$ cat config.mk
export PLATFORM = sky130hd
export DESIGN_NAME = ser_tx_frame
export DESIGN_NICKNAME = d
export VERILOG_FILES = /design/src/rtl/ser_tx_frame_pkg.sv /design/src/rtl/ser_tx_flags.sv /design/src/rtl/ser_tx_build.sv /design/src/rtl/ser_tx_shift.sv /design/src/rtl/ser_tx_frame.sv
export SDC_FILE = /design/constraint.sdc
export NUM_CORES = 1
export LEC_CHECK = 0
export ABC_AREA = 1
export BUFFER_PORTS_ARGS = -buffer_cell sky130_fd_sc_hd__buf_4
export CAP_MARGIN = 20
export CORE_ASPECT_RATIO = 1.25
export CORE_MARGIN = 3
export CORE_UTILIZATION = 35
export CTS_BUF_LIST = sky130_fd_sc_hd__clkbuf_4
export CTS_CLUSTER_DIAMETER = 30
export DETAILED_ROUTE_END_ITERATION = 8
export GPL_ROUTABILITY_DRIVEN = 0
export GPL_TIMING_DRIVEN = 0
export SLEW_MARGIN = 40
export SYNTH_ARGS = -nofsm -noshare
export SYNTH_HDL_FRONTEND = slang
export SYNTH_SLANG_ARGS = --single-unit
$ cat constraint.sdc
create_clock -name clk -period 4.5 [get_ports clk]
set_clock_uncertainty 0.15 [all_clocks]
set_input_delay 0.225 -clock clk [delete_from_list [all_inputs] [get_ports clk]]
set_output_delay 0.225 -clock clk [all_outputs]
set_load 0.01 [all_outputs]
$ cat src/rtl/ser_tx_frame_pkg.sv
package ser_tx_frame_pkg;

   // Even parity over a vector: the returned bit makes the total count of ones even.
   function automatic logic even_bit(input logic [31:0] v, input int n);
      logic p;
      p = 1'b0;
      for (int i = 0; i < 32; i++) begin
         if (i < n) p = p ^ v[i];
      end
      return p;
   endfunction

   typedef enum logic {
      SER_IDLE = 1'b0,
      SER_SEND = 1'b1
   } ser_state_e;

endpackage

$ cat src/rtl/ser_tx_flags.sv
module ser_tx_flags (
   input  logic clk,
   input  logic rst_n,
   input  logic ctl_wr,
   input  logic ctl_done_wdata,
   input  logic ctl_b9_wdata,
   input  logic rx_b9_load,
   input  logic rx_b9_value,
   input  logic accept,
   input  logic frame_end,
   input  logic irq_en,
   output logic done_q,
   output logic b9_q,
   output logic irq
);

   // Transmit-complete flag: software write > end of frame > start of frame
   always_ff @(posedge clk or negedge rst_n) begin
      if (!rst_n) begin
         done_q <= 1'b0;
      end else if (ctl_wr) begin
         done_q <= ctl_done_wdata;
      end else if (frame_end) begin
         done_q <= 1'b1;
      end else if (accept) begin
         done_q <= 1'b0;
      end
   end

   // Sticky ninth bit: software write beats the receiver update
   always_ff @(posedge clk or negedge rst_n) begin
      if (!rst_n) begin
         b9_q <= 1'b0;
      end else if (ctl_wr) begin
         b9_q <= ctl_b9_wdata;
      end else if (rx_b9_load) begin
         b9_q <= rx_b9_value;
      end
   end

   assign irq = done_q & irq_en;

   // without a write from either side the ninth bit holds
   p_b9_sticky_r5 : assert property (@(posedge clk) disable iff (!rst_n)
      (!ctl_wr && !rx_b9_load) |=> $stable(b9_q))
      else $error("bit9 changed without a write");

endmodule

$ cat src/rtl/ser_tx_build.sv
module ser_tx_build
   import ser_tx_frame_pkg::*;
#(
   parameter int DATA_W    = 8,
   parameter int STOP_BITS = 1,
   localparam int FMAX     = DATA_W + 2 + STOP_BITS
) (
   input  logic [DATA_W-1:0] data,
   input  logic              b9,
   input  logic              long_frm,
   input  logic              par_en,
   output logic [FMAX-1:0]   frame
);

   logic [DATA_W-1:0] payload;
   logic              mid_bit;
   logic              par_bit;

   assign par_bit = even_bit(32'(data[DATA_W-2:0]), DATA_W - 1);

   // Parity only replaces the top data bit in the short frame
   always_comb begin
      if (!long_frm && par_en) begin
         payload = {par_bit, data[DATA_W-2:0]};
      end else begin
         payload = data;
      end
   end

   // Short frame: this slot is the stop bit; long frame: the ninth bit
   assign mid_bit = long_frm ? b9 : 1'b1;

   assign frame = {{STOP_BITS{1'b1}}, mid_bit, payload, 1'b0};

endmodule

$ cat src/rtl/ser_tx_shift.sv
module ser_tx_shift
   import ser_tx_frame_pkg::*;
#(
   parameter int FMAX          = 11,
   parameter int TICKS_PER_BIT = 8,
   localparam int TCW          = (TICKS_PER_BIT > 1) ? $clog2(TICKS_PER_BIT) : 1,
   localparam int BCW          = $clog2(FMAX)
) (
   input  logic            clk,
   input  logic            rst_n,
   input  logic            baud_tick,
   input  logic            load,
   input  logic            long_frm,
   input  logic [FMAX-1:0] frame_in,
   output logic            busy,
   output logic            ser_bit,
   output logic            accept,
   output logic            frame_end
);

   localparam logic [TCW-1:0] TICK_LAST  = TCW'(TICKS_PER_BIT - 1);
   localparam logic [BCW-1:0] LAST_LONG  = BCW'(FMAX - 1);
   localparam logic [BCW-1:0] LAST_SHORT = BCW'(FMAX - 2);

   ser_state_e       state;
   logic [FMAX-1:0]  shreg;
   logic [TCW-1:0]   tick_cnt;
   logic [BCW-1:0]   bit_cnt;
   logic             long_q;
   logic [BCW-1:0]   last_bit;
   logic             bit_end;

   assign busy      = (state == SER_SEND);
   assign accept    = load && !busy;
   assign last_bit  = long_q ? LAST_LONG : LAST_SHORT;
   assign bit_end   = busy && baud_tick && (tick_cnt == TICK_LAST);
   assign frame_end = bit_end && (bit_cnt == last_bit);
   assign ser_bit   = shreg[0];

   always_ff @(posedge clk or negedge rst_n) begin
      if (!rst_n) begin
         state    <= SER_IDLE;
         shreg    <= '1;
         tick_cnt <= '0;
         bit_cnt  <= '0;
         long_q   <= 1'b0;
      end else if (accept) begin
         state    <= SER_SEND;
         shreg    <= frame_in;
         tick_cnt <= '0;
         bit_cnt  <= '0;
         long_q   <= long_frm;
      end else if (busy && baud_tick) begin
         if (tick_cnt == TICK_LAST) begin
            tick_cnt <= '0;
            shreg    <= {1'b1, shreg[FMAX-1:1]};
            if (frame_end) begin
               state   <= SER_IDLE;
               bit_cnt <= '0;
            end else begin
               bit_cnt <= bit_cnt + 1'b1;
            end
         end else begin
            tick_cnt <= tick_cnt + 1'b1;
         end
      end
   end

   // the bit index never passes the longest frame
   p_bitcnt_range_r3 : assert property (@(posedge clk) disable iff (!rst_n)
      busy |-> (bit_cnt <= LAST_LONG))
      else $error("bit counter past frame end");

   // without a tick the current bit and its position stay put
   p_bit_hold_r2 : assert property (@(posedge clk) disable iff (!rst_n)
      (busy && !baud_tick && !accept) |=> ($stable(shreg) && $stable(bit_cnt)))
      else $error("bit advanced without a tick");

   // a write during a frame neither restarts nor ends it
   p_busy_write_r11 : assert property (@(posedge clk) disable iff (!rst_n)
      (busy && load && !frame_end) |=> (busy && (bit_cnt >= $past(bit_cnt))))
      else $error("frame disturbed by a write");

endmodule

$ cat src/rtl/ser_tx_frame.sv
module ser_tx_frame #(
   parameter int DATA_W        = 8,
   parameter int TICKS_PER_BIT = 8,
   parameter int STOP_BITS     = 1
) (
   input  logic              clk,
   input  logic              rst_n,
   input  logic              baud_tick,
   input  logic              frame11,
   input  logic              par_en,
   input  logic              irq_en,
   input  logic              dat_wr,
   input  logic [DATA_W-1:0] dat_wdata,
   input  logic              ctl_wr,
   input  logic              ctl_done_wdata,
   input  logic              ctl_b9_wdata,
   input  logic              rx_b9_load,
   input  logic              rx_b9_value,
   input  logic              port_dout,
   output logic              txd,
   output logic              uart_oe,
   output logic              tx_done,
   output logic              bit9_q,
   output logic              irq
);

   localparam int FMAX = DATA_W + 2 + STOP_BITS;

   generate
      if (DATA_W < 2 || DATA_W > 31) begin : g_bad_width
         $error("DATA_W must be within 2..31");
      end
      if (TICKS_PER_BIT < 2) begin : g_bad_ticks
         $error("TICKS_PER_BIT must be at least 2");
      end
      if (STOP_BITS < 1) begin : g_bad_stop
         $error("STOP_BITS must be at least 1");
      end
   endgenerate

   logic [FMAX-1:0] frame_w;
   logic            busy;
   logic            ser_bit;
   logic            accept;
   logic            frame_end;

   ser_tx_build #(
      .DATA_W    (DATA_W),
      .STOP_BITS (STOP_BITS)
   ) u_build (
      .data     (dat_wdata),
      .b9       (bit9_q),
      .long_frm (frame11),
      .par_en   (par_en),
      .frame    (frame_w)
   );

   ser_tx_shift #(
      .FMAX          (FMAX),
      .TICKS_PER_BIT (TICKS_PER_BIT)
   ) u_shift (
      .clk       (clk),
      .rst_n     (rst_n),
      .baud_tick (baud_tick),
      .load      (dat_wr),
      .long_frm  (frame11),
      .frame_in  (frame_w),
      .busy      (busy),
      .ser_bit   (ser_bit),
      .accept    (accept),
      .frame_end (frame_end)
   );

   ser_tx_flags u_flags (
      .clk            (clk),
      .rst_n          (rst_n),
      .ctl_wr         (ctl_wr),
      .ctl_done_wdata (ctl_done_wdata),
      .ctl_b9_wdata   (ctl_b9_wdata),
      .rx_b9_load     (rx_b9_load),
      .rx_b9_value    (rx_b9_value),
      .accept         (accept),
      .frame_end      (frame_end),
      .irq_en         (irq_en),
      .done_q         (tx_done),
      .b9_q           (bit9_q),
      .irq            (irq)
   );

   // Pin multiplexer: the transmitter owns the pin only during a frame
   assign uart_oe = busy;
   assign txd     = uart_oe ? ser_bit : port_dout;

   // a frame opens with a low start bit
   p_start_low_r2 : assert property (@(posedge clk) disable iff (!rst_n)
      $rose(uart_oe) |-> !txd)
      else $error("frame did not open with a start bit");

   // the flag is set on the edge that releases the pin
   p_done_at_end_r7 : assert property (@(posedge clk) disable iff (!rst_n)
      ($fell(uart_oe) && !$past(ctl_wr)) |-> tx_done)
      else $error("flag not set at end of frame");

   // starting a frame clears the flag
   p_clear_on_start_r8 : assert property (@(posedge clk) disable iff (!rst_n)
      ($rose(uart_oe) && !$past(ctl_wr)) |-> !tx_done)
      else $error("flag not cleared at frame start");

   // a software set raises the flag without a frame
   p_soft_set_r9 : assert property (@(posedge clk) disable iff (!rst_n)
      (ctl_wr && ctl_done_wdata && !uart_oe && !dat_wr) |=> (tx_done && !uart_oe))
      else $error("software set misbehaved");

endmodule

==> flow_summary.yaml, run 1 <==
critical_path:
  cpMaxStageDelayCell: "dfrtp_1"
  cp_top_family: "compound AO/OA/AOI/OAI gates"
  crit_path_start_kind: "flop"
  cpMostUsedCell: "ha_1"
  crit_chain: "ha_1 -> ha_1 -> nand3_1 -> inv_1 -> a21oi_4 -> o21ai_2 -> a21oi_2"
  setup.worst_path.end_class: "flop"
  crit_arrival_ps: 1850
  cp_num_buf_inv: 1
  path_max_fanout: 6
  worstPathRequired_ps: 4590
  critical_path_class: "flop to flop"
  critical_path.reg2reg.startpoint: "u_shift.tick_cnt[0]"
  max_stage_delay_ps: 410
  cp-startpoint: "u_shift.tick_cnt[0]"
layout:
  fin_nets: 205
  final_area_um2: 1490
  num-fill-cells: 332
  syn_to_final_growth_pct: 23.6
  antenna-diode-count: 0
  layout-drive-gt1-share_pct: 32.8
global_route:
  gr-usage-met2_pct: 26.5
  grt_max_degree: 22
  first_global_vias: 1121
  overflow: 0
  antenna_found_initial: 0
  use_met1_pct: 17.9
  busiest_layer: "met2"
  met3_usage_pct: 1.62
  grt_usage_pct: 14.6
  grt_pass1_wl_um: 4820
sta:
  drv_slew: 0
  layout_setup_ws_ps: 2740
  whs_ps: 15.5
  final-setup-viol-count: 0
  fin_crit_ps: 1760
  clock.fmax_mhz: 567
  rsz0062_at_grt: "no"
  timing.slew.headroom_pct: 80.3
  fin_setup_tns_ps: 0
  min_period_over_period_pct: 39.2
  tightestPinTransition_ps: 295
  hold_violations: 0
synthesis:
  ys_seq_area_share_pct: 44.7
  synthFlopType: "dfrtp_1"
  async_flop_share_pct: 100
  synth_cell_type_count: 27
  ys_top_cells_by_area: "dfrtp_1, dfstp_2, nand2_1, nand3_1, inv_1"
  syn_area_um2: 1200
  synth_commonest_cells: "nand2_1, nand3_1, inv_1, nor2_1, dfrtp_1"
  syn_nets: 173
  avgSynthCellArea_um2: 8.07
  yosysMostFrequentCell: "nand2_1"
  synth_seq_cells: 21
  ys_warn_count: 0
  synth_cells: 149
  synth_top_area_share_pct: 22.9
  yosysTopAreaCell: "dfrtp_1"
  synth_edf_count: 0
floorplanning:
  initial_core_util_pct: 37.0
  num_io_pins: 26
  fp.dieW_um: 58.4
  row_count: 23
  die_h_um: 71.5
  core-area_um2: 3250
  dieArea_um2: 4180
routing:
  drc_errors: 0
  drt_first_pass_iters: 6
  viasPerCell: 4.91
  route.final.wire_length_um: 2630
  avgRoutedWirePerCell_um: 12.1
  drtIter0Drc: 53
  vias: 1066
  ant_nets: 0
power_and_ir_drop:
  finalPower_w: 0.000727
  ir_worst_vdd_mv: 0.248
  cellPowerDensity_nw_per_um2: 489
  p_leak_nw: 0.757
placed_design:
  detailed_place_hpwl_um: 2060
  port_buffers: 25
  pre_cts_slack_ps: 2740
  placed_area_um2: 1440
outcome:
  status: "finished clean"
clock_network:
  clk_path_buf_depth: 2
  clk_latency_ps: 300
  h-tree-depth: 1
  cts_sinks: 21
  cts_tree: "yes"
  cts_root_buf: "clkbuf_4"
  cts_buffers: 3
  clk_pin_slew_ps: 120
  cts_resized: 0
min_path:
  worstHoldStart: "dat_wdata[2]"
  hold_path_class: "primary input to flop"
job:
  cap_violations: 0
[report_power, final]
part | total (W) | internal [W] | switching (W)
registers | 0.000344 | 0.000289 | 0.0000543
logic | 0.000287 | 0.000124 | 0.000163
clock network | 0.0000968 | 0.0000405 | 0.0000563
total | 0.000727 | 0.000454 | 0.000273
[through the flow]
stage | cells | utilization (%)
2_1_floorplan | 149 | -
3_3_place_gp | 211 | 44.2
3_5_place_dp | 211 | 44.2
4_1_cts | 217 | 45.7
5_1_grt | 217 | 45.7
6_report | 217 | 45.7
[layout by cell type, fill, tap and decap left out, drive strengths merged]
cell type,instances
a21oi,9
a221oi,1
a22oi,1
a31oi,4
buf,28
clkbuf,4
dfrtp,11
dfstp,10
dlygate4sd3,2
ha,3
inv,19
mux2i,1
nand2,41
nand3,17
nand4,1
nor2,14
nor3,1
o21ai,9
o22a,1
o22ai,2
or2,1
[logic make-up (layout without fill, tap and decap cells)]
| family | count (synthesis) | in the layout | synth area share, % |
|---|---|---|---|
| AO/OA/AOI/OAI | 27 | 27 | 15.7 |
| adder cells (fa/ha/maj) | 3 | 3 | 3.12 |
| buffers and inverters | 22 | 53 | 7.70 |
| flip-flops | 21 | 21 | 44.7 |
| multiplexers | 1 | 1 | 0.832 |
| AND/OR/NAND/NOR | 75 | 75 | 27.9 |
[registers in the layout (all words and copies together), names as in the netlist]
name and count:
u_flags.b9_q 1, u_flags.done_q 1, u_shift.bit_cnt 4, u_shift.busy 1, u_shift.long_q 1, u_shift.shreg 10
u_shift.tick_cnt 3
[final timing paths]
check	endpoint	slack [ps]	depth (start not counted)
setup / recovery	u_shift.bit_cnt[3]	2740	7
hold / removal	u_shift.shreg[3]	20	3
setup reg to reg	u_shift.bit_cnt[3]	2740	7
hold reg to reg	u_shift.shreg[3]	360	2
max in group asynchronous	u_shift.shreg[3]	3750	2
min in group asynchronous	u_shift.bit_cnt[2]	180	2
[area by class of cell]
class	instances	area, um2	share of cell area, %
Multi-Input combinational cell	106	572	38.5
Sequential cell	21	538	36.2
Timing Repair Buffer	27	208	14.0
Inverter	19	71.3	4.80
Tap cell	37	46.3	3.11
Clock buffer	4	30.0	2.02
Buffer	3	21.3	1.43
[tightest hold or removal path, delay by kind of cell]
| kind | cells | cell delay [ps] |
|---|---|---|
| buffers and inverters | 1 | 120 |
| AOI/OAI and AO/OA | 1 | 70 |
| and+or+nand+nor | 1 | 60 |
[metal layers]
layer	routed length, um	vias to the layer above
met3	75	2
met4	10	0
met1	1120	496
met5	0	-
li1	-	555
met2	1420	13
[timing repair]
action	4_1_cts	5_1_grt
hold buffers	2	0
setup endpoints to repair	0	0
hold endpoints to repair	22	0
buffers inserted	0	0
Power figures use the tool's default switching activity.
==> run 2, diff against run 1 <==
Clock period 4.5 ns to 1.8 ns, I/O delays scaled along.
==> run 2 against run 1 <==
  * Routed wire length increased by 8.6%
  * First-iteration DRC count increased by 3.8%
  * Via count increased by 5.2%
  * Sequential share of layout area decreased by 3.4 points
  * Critical endpoint unchanged
  * Largest cell class unchanged
  * Largest power group unchanged
==> flow_summary.yaml, run 2 (synthesis gave the netlist of run 1 again) <==
outcome:
  status: "finished clean"
sta:
  tightestPinTransition_ps: 258
  clock.fmax_mhz: 617
  final-setup-viol-count: 0
  min_period_over_period_pct: 90.0
  drv_slew: 0
  hold_violations: 0
  fin_setup_tns_ps: 0
  rsz0062_at_grt: "no"
  fin_crit_ps: 1620
  timing.slew.headroom_pct: 82.6
clock_network:
  cts_root_buf: "clkbuf_4"
  clk_pin_slew_ps: 110
  clk_path_buf_depth: 2
  cts_tree: "yes"
  h-tree-depth: 1
  cts_buffers: 3
  cts_setup_buffers: 0
  cts_sinks: 21
  clk_latency_ps: 300
min_path:
  worstHoldStart: "dat_wdata[7]"
  hold_path_class: "primary input to flop"
power_and_ir_drop:
  pwr-share-clk_pct: 13.2
  intPower_w: 0.00116
  p_sw_w: 0.000695
  cellPowerDensity_nw_per_um2: 1130
  sequentialPowerShare_pct: 46.5
  ir_worst_vdd_mv: 0.630
  switching_share_pct: 37.5
  finalPower_w: 0.00185
  p_leak_nw: 0.821
  combPwrFrac_pct: 40.3
layout:
  fin_nets: 220
  antenna-diode-count: 0
  seqCellArea_um2: 538
  largest_reg_flops: 10
  layout-drive-gt1-share_pct: 31.3
  num-fill-cells: 311
  regMostFlops: "u_shift.shreg"
  mostFrequentLayoutCell: "nand2_1"
  multi_input_area_um2: 577
  layout.cells.most_common_list: "nand2_1, buf_4, dlygate4sd3_1"
  syn_to_final_growth_pct: 36.5
  reg_top3: "u_shift.shreg (10), u_shift.bit_cnt (4), u_shift.tick_cnt (3)"
job:
  cap_violations: 0
floorplanning:
  row_count: 23
  die_h_um: 71.5
  fp.dieW_um: 58.4
  initial_core_util_pct: 37.0
  num_io_pins: 26
  dieArea_um2: 4180
  core-area_um2: 3250
global_route:
  grt_max_degree: 22
  first_global_vias: 1177
  grt_pass1_wl_um: 5130
  antenna_found_initial: 0
  overflow: 0
  grt_usage_pct: 15.5
critical_path:
  path_max_fanout: 6
  cpMaxStageDelayCell: "dfrtp_1"
  setup.worst_path.end_class: "flop"
  crit_arrival_ps: 1710
  critical_path_class: "flop to flop"
  worstPathRequired_ps: 1890
  cpMostUsedCell: "ha_1"
  critical_path.reg2reg.startpoint: "u_shift.tick_cnt[0]"
  max_stage_delay_ps: 410
  cp-startpoint: "u_shift.tick_cnt[0]"
  crit_path_start_kind: "flop"
  crit_chain: "ha_1 -> ha_1 -> nand3_2 -> inv_2 -> a21oi_4 -> o21ai_2 -> a21oi_2"
routing:
  drc_errors: 0
  viasPerCell: 4.83
  avgRoutedWirePerCell_um: 12.3
  drt_first_pass_iters: 4
  vias: 1121
  drtIter0Drc: 55
  ant_nets: 0
  route.final.wire_length_um: 2850
placed_design:
  port_buffers: 25
  detailed_place_hpwl_um: 2060
-- run 2: area by class of cell --
class                      count  area share [%]
tap                           37            2.82
sequential                    21            32.8
multi-input combinational    106            35.1
buffer                         3            1.30
timing repair buffer          42            21.8
clock buffer                   4            1.83
inverter                      19            4.34
-- run 2: metal layers --
metal / global-route usage [%] / wire (um)
met1: 19.0 / 1210
met2: 28.4 / 1520
met3: 1.62 / 105
met4: 3.87 / 22
met5: 0 / 0
-- run 2: path summary, 6_finish.rpt --
kind / endpoint / slack, ps / cells past startpoint
worst min-delay path: u_shift.shreg[8] / 3 / 5
worst max register to register: u_shift.bit_cnt[3] / 180 / 7
worst min register to register: u_shift.shreg[3] / 360 / 2
worst max-delay path: u_shift.bit_cnt[3] / 180 / 7
max in group asynchronous: u_shift.shreg[4] / 1190 / 2
min in group asynchronous: u_shift.bit_cnt[2] / 40 / 2
-- run 2: timing repair --
action	in CTS	in global routing
hold endpoints to repair	35	0
hold buffers	17	0
endpoints found under the setup margin	0	6
gates resized for setup	0	2
-- run 2: power groups by stage --
| stage | Sequential [W] | Clock (W) | Combinational [W] |
|---|---|---|---|
| after floorplan | 0.000846 | 0 | 0.000519 |
| after global placement | 0.000861 | 0 | 0.000699 |
| after detailed placement | 0.000870 | 0 | 0.000724 |
| after CTS | 0.000861 | 0.000254 | 0.000757 |
| after global routing | 0.000894 | 0.000280 | 0.000856 |
| final | 0.000861 | 0.000244 | 0.000747 |
-- run 2: metrics by stage --
stage	util (%)	cells	cell area, um2	setup WS, ps	hold slack [ps]
finish	50.5	232	1640	180	2.96
global route	50.5	232	1640	65.4	38.3
CTS	50.3	232	1640	12.5	0.932
detailed placement	44.2	211	1440	39.6	-160
global placement	44.2	211	1440	56.8	-163
floorplan	-	149	1200	239	-356
-- run 2: critical path: cells and delay by family (launching register included) --
family,cells,cell delay [ps]
AND/OR/NAND/NOR,1,110
buffers and inverters,1,100
AO/OA/AOI/OAI,3,410
adder cells (fa/ha/maj),2,380
flip-flops,1,410
==> run 3, diff against run 2 <==
Settings changed: CAP_MARGIN 20 to not set, PLACE_DENSITY set to 0.64.
Clock period 1.8 ns to 1.7 ns, I/O delays scaled along.
==> run 3 against run 2 <==
  * Hold slack improved by 18 ps
  * Clock-buffer cell count unchanged
  * Highest routed layer unchanged
  * Utilization increased by 2.1 points
  * Sequential power increased by 6.9%
  * Via count increased by 4.3%
  * Register-to-register slack got worse by 80 ps
  * Die area unchanged
  * Fmax increased by 1.5%
  * Sequential share of layout area decreased by 1.3 points
  * First-iteration DRC count decreased by 11%
  * Largest cell class unchanged
==> flow_summary.yaml, run 3 (synthesis gave the netlist of run 1 again) <==
outcome:
  status: "finished clean"
layout:
  final_core_util_pct: 52.6
  final_area_um2: 1710
  fin_nets: 223
  layout.cells.most_common_list: "nand2_1, buf_4, dlygate4sd3_1"
  syn_to_final_growth_pct: 42.1
  layout-drive-gt1-share_pct: 33.8
  mostFrequentLayoutCell: "nand2_1"
  reg_top3: "u_shift.shreg (10), u_shift.bit_cnt (4), u_shift.tick_cnt (3)"
  largest_reg_flops: 10
  regMostFlops: "u_shift.shreg"
  antenna-diode-count: 0
critical_path:
  worstPathRequired_ps: 1760
  critical_path_class: "flop to flop"
  rr_worst_depth: 7
  cp-startpoint: "u_shift.tick_cnt[0]"
  setup.worst_path.end_class: "flop"
  crit_arrival_ps: 1660
  crit_path_start_kind: "flop"
  critical_path.reg2reg.startpoint: "u_shift.tick_cnt[0]"
  path_max_fanout: 5
power_and_ir_drop:
  cellPowerDensity_nw_per_um2: 1170
  p_leak_nw: 0.838
  ir_worst_vdd_mv: 0.704
clock_network:
  clk_pin_slew_ps: 110
  cts_sinks: 21
  clk_latency_ps: 290
  cts_root_buf: "clkbuf_4"
  h-tree-depth: 1
  cts_buffers: 3
  clk_path_buf_depth: 2
  cts_tree: "yes"
sta:
  min_period_over_period_pct: 93.9
  fin_setup_tns_ps: 0
  timing.slew.headroom_pct: 80.2
  fin_crit_ps: 1600
  rsz0062_at_grt: "no"
  drv_slew: 0
  final-setup-viol-count: 0
  tightestPinTransition_ps: 297
  clock.fmax_mhz: 627
  hold_violations: 0
  whs_ps: 21.1
min_path:
  hold_path_class: "primary input to flop"
  worstHoldStart: "dat_wr"
  hold_depth: 4
global_route:
  first_global_vias: 1228
  grt_max_degree: 22
  grt_pass1_wl_um: 4980
  antenna_found_initial: 0
  grt_usage_pct: 15.2
  overflow: 0
job:
  cap_violations: 0
routing:
  vias: 1169
  drtIter0Drc: 49
  route.final.wire_length_um: 2870
  viasPerCell: 4.97
  ant_nets: 0
  drt_first_pass_iters: 4
  avgRoutedWirePerCell_um: 12.2
  drc_errors: 0
floorplanning:
  fp.dieW_um: 58.4
  row_count: 23
  initial_core_util_pct: 37.0
  core-area_um2: 3250
  dieArea_um2: 4180
  num_io_pins: 26
  die_h_um: 71.5
placed_design:
  detailed_place_hpwl_um: 2080
  port_buffers: 25
  placed_area_um2: 1440
run 3: changes by cell type in the layout (fill, tap and decap cells not counted), sizes merged:
cell / previous run / this run
dlygate4sd3: 17 / 18
buf: 28 / 30
run 3: final timing paths:
kind,endpoint,slack [ps]
max in group asynchronous,u_shift.shreg[0],1090
min in group asynchronous,u_flags.b9_q,30
setup reg to reg,u_shift.bit_cnt[1],100
setup / recovery,u_shift.bit_cnt[1],100
hold reg to reg,u_shift.shreg[0],350
hold / removal,u_shift.shreg[7],20
run 3: timing repair:
action | in CTS | in global routing
buffers inserted | 2 | 0
pin swaps | 1 | 1
hold buffers | 18 | 0
endpoints found under the setup margin | 5 | 12
hold endpoints to repair | 36 | 0
gates resized for setup | 1 | 9
run 3: final cells by class:
| class | count | area, um2 |
|---|---|---|
| Fill cell | 307 | 1540 |
| Multi-Input combinational cell | 106 | 602 |
| Sequential cell | 21 | 538 |
| Timing Repair Buffer | 45 | 395 |
| Inverter | 19 | 73.8 |
| Tap cell | 37 | 46.3 |
| Clock buffer | 4 | 30.0 |
| Buffer | 3 | 23.8 |
run 3: critical path: stages (launching register included):
cell,delay (ps)
dfrtp_1,410
ha_1,200
ha_2,180
nand3_4,110
inv_4,60
a21oi_4,230
nand3_1,100
o21ai_0,80
run 3: through the flow:
step | power [W] | worst slack, ps | std cells
2_1_floorplan | 0.00145 | 139 | 149
3_3_place_gp | 0.00165 | -39.8 | 211
3_5_place_dp | 0.00169 | -71.3 | 211
4_1_cts | 0.00198 | 18.4 | 235
5_1_grt | 0.00217 | 28.4 | 235
6_report | 0.00200 | 104 | 235
run 3: report_power, final:
group	switching [W]	leakage, nW	internal (W)	total, W
sequential	0.000154	0.244	0.000767	0.000920
clock	0.000141	0.0184	0.000107	0.000248
combinational	0.000456	0.576	0.000372	0.000828
total	0.000751	0.838	0.00125	0.00200
run 3: per-layer routing:
| layer | track usage (%) | up-vias | wire length [um] |
|---|---|---|---|
| met3 | 2.16 | 2 | 74 |
| met1 | 15.9 | 564 | 1090 |
| li1 | - | 589 | - |
| met5 | 0 | - | 0 |
| met4 | 5.41 | 0 | 19 |
| met2 | 29.4 | 14 | 1690 |
